[config.mk]
export PLATFORM = sky130hd
export DESIGN_NAME = irq_status_agg
export DESIGN_NICKNAME = d
export VERILOG_FILES = /design/src/rtl/irqagg_pkg.sv /design/src/rtl/irqagg_edge.sv /design/src/rtl/irqagg_pend_cell.sv /design/src/rtl/irqagg_regif.sv /design/src/rtl/irq_status_agg.sv
export SDC_FILE = /design/constraint.sdc
export NUM_CORES = 1
export LEC_CHECK = 0
export BUFFER_PORTS_ARGS = -buffer_cell sky130_fd_sc_hd__buf_2
export CAP_MARGIN = 5
export CORE_ASPECT_RATIO = 0.75
export CORE_UTILIZATION = 35
export CTS_CLUSTER_DIAMETER = 30
export CTS_CLUSTER_SIZE = 10
export DETAILED_ROUTE_END_ITERATION = 8
export HOLD_SLACK_MARGIN = 0.12
export PLACE_DENSITY = 0.75
export SYNTH_ARGS = -nofsm -noshare
export SYNTH_HDL_FRONTEND = slang
export SYNTH_SLANG_ARGS = --single-unit
[constraint.sdc]
create_clock -name clk -period 1 [get_ports clk]
set_input_delay 0.05 -clock clk [delete_from_list [all_inputs] [get_ports clk]]
set_output_delay 0.05 -clock clk [all_outputs]
set_load 0.03 [all_outputs]
[src/rtl/irqagg_pkg.sv]
package irqagg_pkg;
  localparam int REG_W    = 32;
  localparam int HALF_W   = 16;
  localparam int STAT_OFS = 16;

  function automatic logic [HALF_W-1:0] low_half(input logic [REG_W-1:0] w);
    return w[HALF_W-1:0];
  endfunction

  function automatic logic [HALF_W-1:0] high_half(input logic [REG_W-1:0] w);
    return w[REG_W-1:STAT_OFS];
  endfunction

  function automatic logic [REG_W-1:0] join_halves(input logic [HALF_W-1:0] en_h,
                                                   input logic [HALF_W-1:0] st_h);
    return {st_h, en_h};
  endfunction
endpackage

[src/rtl/irqagg_edge.sv]
module irqagg_edge #(
  parameter int WIDTH = 7
) (
  input  logic             clk,
  input  logic             rst_n,
  input  logic [WIDTH-1:0] lvl_i,
  output logic [WIDTH-1:0] rise_o
);
  logic [WIDTH-1:0] prev_q;

  always_ff @(posedge clk or negedge rst_n) begin
    if (!rst_n) prev_q <= '0;
    else        prev_q <= lvl_i;
  end

  assign rise_o = lvl_i & ~prev_q;
endmodule

[src/rtl/irqagg_pend_cell.sv]
module irqagg_pend_cell (
  input  logic clk,
  input  logic rst_n,
  input  logic set_i,
  input  logic clr_i,
  output logic pend_o
);
  always_ff @(posedge clk or negedge rst_n) begin
    if (!rst_n)     pend_o <= 1'b0;
    else if (set_i) pend_o <= 1'b1;
    else if (clr_i) pend_o <= 1'b0;
  end

  assert_edge_sets_R2: assert property (@(posedge clk) disable iff (!rst_n)
    set_i |=> pend_o);
  assert_w1c_clears_R4: assert property (@(posedge clk) disable iff (!rst_n)
    (clr_i && !set_i) |=> !pend_o);
  assert_edge_wins_R5: assert property (@(posedge clk) disable iff (!rst_n)
    (clr_i && set_i) |=> pend_o);
  assert_idle_holds_R4: assert property (@(posedge clk) disable iff (!rst_n)
    (!clr_i && !set_i) |=> $stable(pend_o));
endmodule

[src/rtl/irqagg_regif.sv]
module irqagg_regif
  import irqagg_pkg::*;
#(
  parameter int          NUM_SRC    = 7,
  parameter int          EN_LSB     = 0,
  parameter int          ADDR_W     = 12,
  parameter int unsigned REG_OFFSET = 'h018
) (
  input  logic [ADDR_W-1:0]  addr_i,
  input  logic [REG_W-1:0]   wdata_i,
  input  logic               we_i,
  input  logic [NUM_SRC-1:0] en_q_i,
  input  logic [NUM_SRC-1:0] pend_q_i,
  output logic               wr_hit_o,
  output logic [NUM_SRC-1:0] en_wr_o,
  output logic [NUM_SRC-1:0] clr_o,
  output logic [REG_W-1:0]   rdata_o
);
  localparam logic [ADDR_W-1:0] HIT_ADDR = ADDR_W'(REG_OFFSET);

  logic              hit;
  logic [HALF_W-1:0] wr_lo, wr_hi;
  logic [HALF_W-1:0] rd_lo, rd_hi;

  assign hit      = (addr_i == HIT_ADDR);
  assign wr_hit_o = hit & we_i;
  assign wr_lo    = low_half(wdata_i);
  assign wr_hi    = high_half(wdata_i);
  assign en_wr_o  = wr_lo[EN_LSB +: NUM_SRC];
  assign clr_o    = wr_hit_o ? wr_hi[EN_LSB +: NUM_SRC] : '0;

  always_comb begin
    rd_lo = '0;
    rd_hi = '0;
    rd_lo[EN_LSB +: NUM_SRC] = en_q_i;
    rd_hi[EN_LSB +: NUM_SRC] = pend_q_i;
  end

  assign rdata_o = hit ? join_halves(rd_lo, rd_hi) : '0;
endmodule

[src/rtl/irq_status_agg.sv]
module irq_status_agg
  import irqagg_pkg::*;
#(
  parameter int          NUM_SRC    = 7,
  parameter int          EN_LSB     = 0,
  parameter int          ADDR_W     = 12,
  parameter int unsigned REG_OFFSET = 'h018
) (
  input  logic               clk,
  input  logic               rst_n,
  input  logic [NUM_SRC-1:0] src_i,
  input  logic [ADDR_W-1:0]  reg_addr_i,
  input  logic [31:0]        reg_wdata_i,
  input  logic               reg_we_i,
  output logic [31:0]        reg_rdata_o,
  output logic               irq_o
);
  localparam logic [ADDR_W-1:0] HIT_ADDR = ADDR_W'(REG_OFFSET);

  logic [NUM_SRC-1:0] rise;
  logic [NUM_SRC-1:0] en_q;
  logic [NUM_SRC-1:0] pend_q;
  logic [NUM_SRC-1:0] en_wr;
  logic [NUM_SRC-1:0] clr;
  logic [NUM_SRC-1:0] active;
  logic               wr_hit;
  logic               any_active;
  logic               irq_q;

  irqagg_edge #(.WIDTH(NUM_SRC)) u_edge (
    .clk    (clk),
    .rst_n  (rst_n),
    .lvl_i  (src_i),
    .rise_o (rise)
  );

  irqagg_regif #(
    .NUM_SRC    (NUM_SRC),
    .EN_LSB     (EN_LSB),
    .ADDR_W     (ADDR_W),
    .REG_OFFSET (REG_OFFSET)
  ) u_regif (
    .addr_i   (reg_addr_i),
    .wdata_i  (reg_wdata_i),
    .we_i     (reg_we_i),
    .en_q_i   (en_q),
    .pend_q_i (pend_q),
    .wr_hit_o (wr_hit),
    .en_wr_o  (en_wr),
    .clr_o    (clr),
    .rdata_o  (reg_rdata_o)
  );

  for (genvar n = 0; n < NUM_SRC; n++) begin : g_pend
    irqagg_pend_cell u_cell (
      .clk    (clk),
      .rst_n  (rst_n),
      .set_i  (rise[n]),
      .clr_i  (clr[n]),
      .pend_o (pend_q[n])
    );
  end

  always_ff @(posedge clk or negedge rst_n) begin
    if (!rst_n)      en_q <= '0;
    else if (wr_hit) en_q <= en_wr;
  end

  assign active     = pend_q & en_q;
  assign any_active = |active;

  always_ff @(posedge clk or negedge rst_n) begin
    if (!rst_n) irq_q <= 1'b0;
    else        irq_q <= any_active;
  end

  assign irq_o = irq_q;

  assert_reset_clear_R1: assert property (@(posedge clk) disable iff (!rst_n)
    $rose(rst_n) |-> (en_q == '0 && pend_q == '0 && !irq_o));
  assert_enable_load_R3: assert property (@(posedge clk) disable iff (!rst_n)
    wr_hit |=> (en_q == $past(en_wr)));
  assert_irq_rise_R6: assert property (@(posedge clk) disable iff (!rst_n)
    any_active |=> irq_o);
  assert_irq_fall_R6: assert property (@(posedge clk) disable iff (!rst_n)
    !any_active |=> !irq_o);
  assert_masked_kept_R7: assert property (@(posedge clk) disable iff (!rst_n)
    (wr_hit && clr == '0) |=> ($past(pend_q) & ~pend_q) == '0);
  assert_foreign_write_R8: assert property (@(posedge clk) disable iff (!rst_n)
    (reg_we_i && reg_addr_i != HIT_ADDR) |=> $stable(en_q));
endmodule

==> flow_summary.ini <==
[synthesis]
synth-seq-area-share = 0.487
yosys_reg_bits = 22
synthMuxAreaShare = 0.0698
synth_compound_area_frac = 0.0842
post_synth_xor_area_fraction = 0
synthTopCellsByArea = dfrtp_1 (49%), buf_4 (13%), and2_1 (7.8%)
synth_largest_type_area_fraction = 0.487
synth_adder_area_share = 0
simple_logic_cell_fraction_of_the_synthesized_area = 0.206
largest_family_of_logic_cells_by_synthesized_area = simple AND/OR/NAND/NOR gates
yosys_warnings = 0
synth_area_leader = dfrtp_1
avgSynthCellArea_um2 = 12.0
distinct_cell_type_count_after_synthesis = 16
netlist_area_um2 = 1130
cells_after_synthesis = 94

[outcome]
violations = negative setup slack
status = complete, but fails checks

[die]
die_area_um2 = 3460
die_h_um = 51.2
core_um2 = 3000
placement_rows = 17
top_level_ports = 87
start_util = 0.377
die_wd_um = 67.6

[grt]
met3_usage = 0.0357
gr-max-usage-layer = met2
grt_overall_usage = 0.170
grt_pass1_vias = 945
use_met1 = 0.223
first_pass_grt_wire_length_um = 4270
grt_max_degree = 23
globalRouteMet2Util = 0.279
grt-ovfl-total = 0
grt_antenna_before_repair = 0

[sta]
setup_viol = 28
rsz0062_at_grt = true
whs_ns = 0.130
hold_viol_final = 0
finalClockSkew_ns = 0.00447
timing_max_transition_violations_final = 0
min_period_over_period = 1.16
layout_min_cycle_time_ns = 1.16
setup_ws_ns = -0.160
maxClockFrequency_ghz = 0.862

[worst_setup_path]
timing.critical_path.from_type = primary input
cpMostUsedCell = buf_6
crit_chain = buf_6 -> nor4_4 -> and3_4 -> and2_4 -> buf_6
r2r-end = irq_o
worst_path_max_delay_cell = nor4_4
crit-reg2reg-launch = g_pend[0].u_cell.pend_o
crit_family = simple AND/OR/NAND/NOR gates
path_class = primary input to primary output
worstPathMaxFanout = 7
regToRegSetupSlack_ns = 0.03
cp_data_arrival_time_ns = 1.11
cp_slowest_stage_delay_ns = 0.38
reg2reg_depth = 2
timing.critical_path.required_ns = 0.95
worst_path_bufs_invs = 2
worst_setup_path_end_kind = primary output

[layout]
layoutNonFillerInstCount = 206
number_of_fill_cells_in_the_layout = 240
area_growth_pct = 56.4
post-route-cell-area_um2 = 1770
layout.core_utilization = 0.589
antennaDiodeCount = 0
num-nets-final = 224
drive_above_1_share = 0.518

[placed_design]
dp_hpwl_um = 1870
placed_cells_incl_taps = 184
io_buffer_count = 50
globalplace.congestion = 0.723
placed_area_um2 = 1410

[route]
route.detailed.vias_per_inst = 4.47
drt_first_pass_iters = 5
drc = 0
antenna_left = 0
iter_0_drt_violations = 19
routed-via-count = 920
wl_um = 2670
routed_wire_length_per_instance_um = 13.0

[min_path]
hold_path_depth = 3
worstHoldStart = reg_wdata_i[18]
holdPathEnd = g_pend[2].u_cell.pend_o
hold_class = primary input to register

[power_and_ir_drop]
max-vdd-ir-drop_mv = 0.680
p_leak_nw = 0.880
totalPowerFinal_w = 0.00172
pwr_density_cell_nw_per_um2 = 973

[cts]
clk_pin_slew_ns = 0.07
insertion_delay_ns = 0.25
number_of_buffers_created_by_cts = 3
cts.htree.levels = 1
cts.root.buffer_cell = clkbuf_8
clock_tree_from_tritoncts = yes
cts_num_sinks = 22
clock_path_buffers = 2

[run]
maxCapViolCount = 0
## cell usage after synthesis
| cell | number |
|---|---|
| a22oi_1 | 2 |
| and3_2 | 1 |
| a221o_1 | 7 |
| and4bb_2 | 1 |
| inv_1 | 7 |
| mux2_2 | 7 |
| nor4_4 | 2 |
| nand4_4 | 1 |
| conb_1 | 1 |
| nor2b_1 | 7 |
| nand4_2 | 1 |
| a222oi_1 | 1 |
| nand3_1 | 1 |
| dfrtp_1 | 22 |
| buf_4 | 19 |
| and2_1 | 14 |
## cells by family after synthesis
kind of cell / count (synthesis)
muxes: 7
buffers and inverters: 26
DFF: 22
other: 1
AOI/OAI and AO/OA: 10
and+or+nand+nor: 28
## state kept, by name, indices dropped and copies added, names as in the netlist
| signal | cells |
|---|---|
| en_q | 7 |
| g_pend.u_cell.pend_o | 7 |
| irq_o | 1 |
| u_edge.prev_q | 7 |
## cells in the final DEF (no fill, tap or decap), drive strengths merged
master	n
conb	18
mux2	7
a222oi	1
buf	56
a221o	7
a22oi	2
and2	14
clkbuf	3
inv	7
nor2b	7
and3	2
and4bb	1
dlygate4sd3	16
nor4	2
nand3	1
nand4	2
dfrtp	22
## per-stage QoR
stage          setup WS, ns  setup TNS [ns]
6_report             -0.160           -2.84
5_1_grt              -0.207           -4.25
4_1_cts              -0.167           -2.71
3_5_place_dp         -0.301           -7.38
3_3_place_gp         -0.237           -6.21
2_1_floorplan       -0.0624          -0.759
## worst max path at each step
| stage | startpoint | endpoint | cells past startpoint |
|---|---|---|---|
| final | reg_addr_i[9] | reg_rdata_o[22] | 5 |
| after global routing | reg_addr_i[9] | reg_rdata_o[19] | 5 |
| after CTS | reg_addr_i[10] | reg_rdata_o[4] | 5 |
| after detailed placement | reg_addr_i[8] | g_pend[6].u_cell.pend_o | 4 |
| after global placement | reg_addr_i[8] | g_pend[0].u_cell.pend_o | 4 |
| after floorplan | reg_addr_i[6] | g_pend[6].u_cell.pend_o | 3 |
## tightest hold or removal path, delay by kind of cell
family / cells / cell delay (ns)
AO/OA/AOI/OAI: 1 / 0.11
buffers and inverters: 1 / 0.10
AND/OR/NAND/NOR: 1 / 0.09
## area by class of cell
class / instances / area [um2] / area share
clock buffers: 3 / 41.3 / 0.0234
flip-flops and latches: 22 / 551 / 0.312
multi-input cells: 64 / 533 / 0.302
well taps: 38 / 47.5 / 0.0269
inverters: 7 / 26.3 / 0.0149
repair buffers: 72 / 568 / 0.322
## repair_timing
item,CTS,global route
hold buffers,16,0
setup endpoints to repair,26,29
resized for setup,34,4
hold endpoints to repair,43,0
gates cloned,1,0
setup buffers,2,0
pin swaps,15,4
## layer usage
layer  wire length [um]  part of all wire  vias to the layer above
li1                   -                 -                      440
met1               1230              0.46                      431
met2               1280              0.48                       47
met3                154             0.058                        2
met4                 11            0.0041                        0
met5                  0                 0                        -
## power by group
group / internal [W] / switching [W] / total, W / leakage [nW]
combinational: 0.000120 / 0.000169 / 0.000289 / 0.604
sequential: 0.000906 / 0.00000517 / 0.000911 / 0.254
clock: 0.000268 / 0.000252 / 0.000519 / 0.0216
total: 0.00129 / 0.000425 / 0.00172 / 0.880
(Power assumes the default switching activity.)
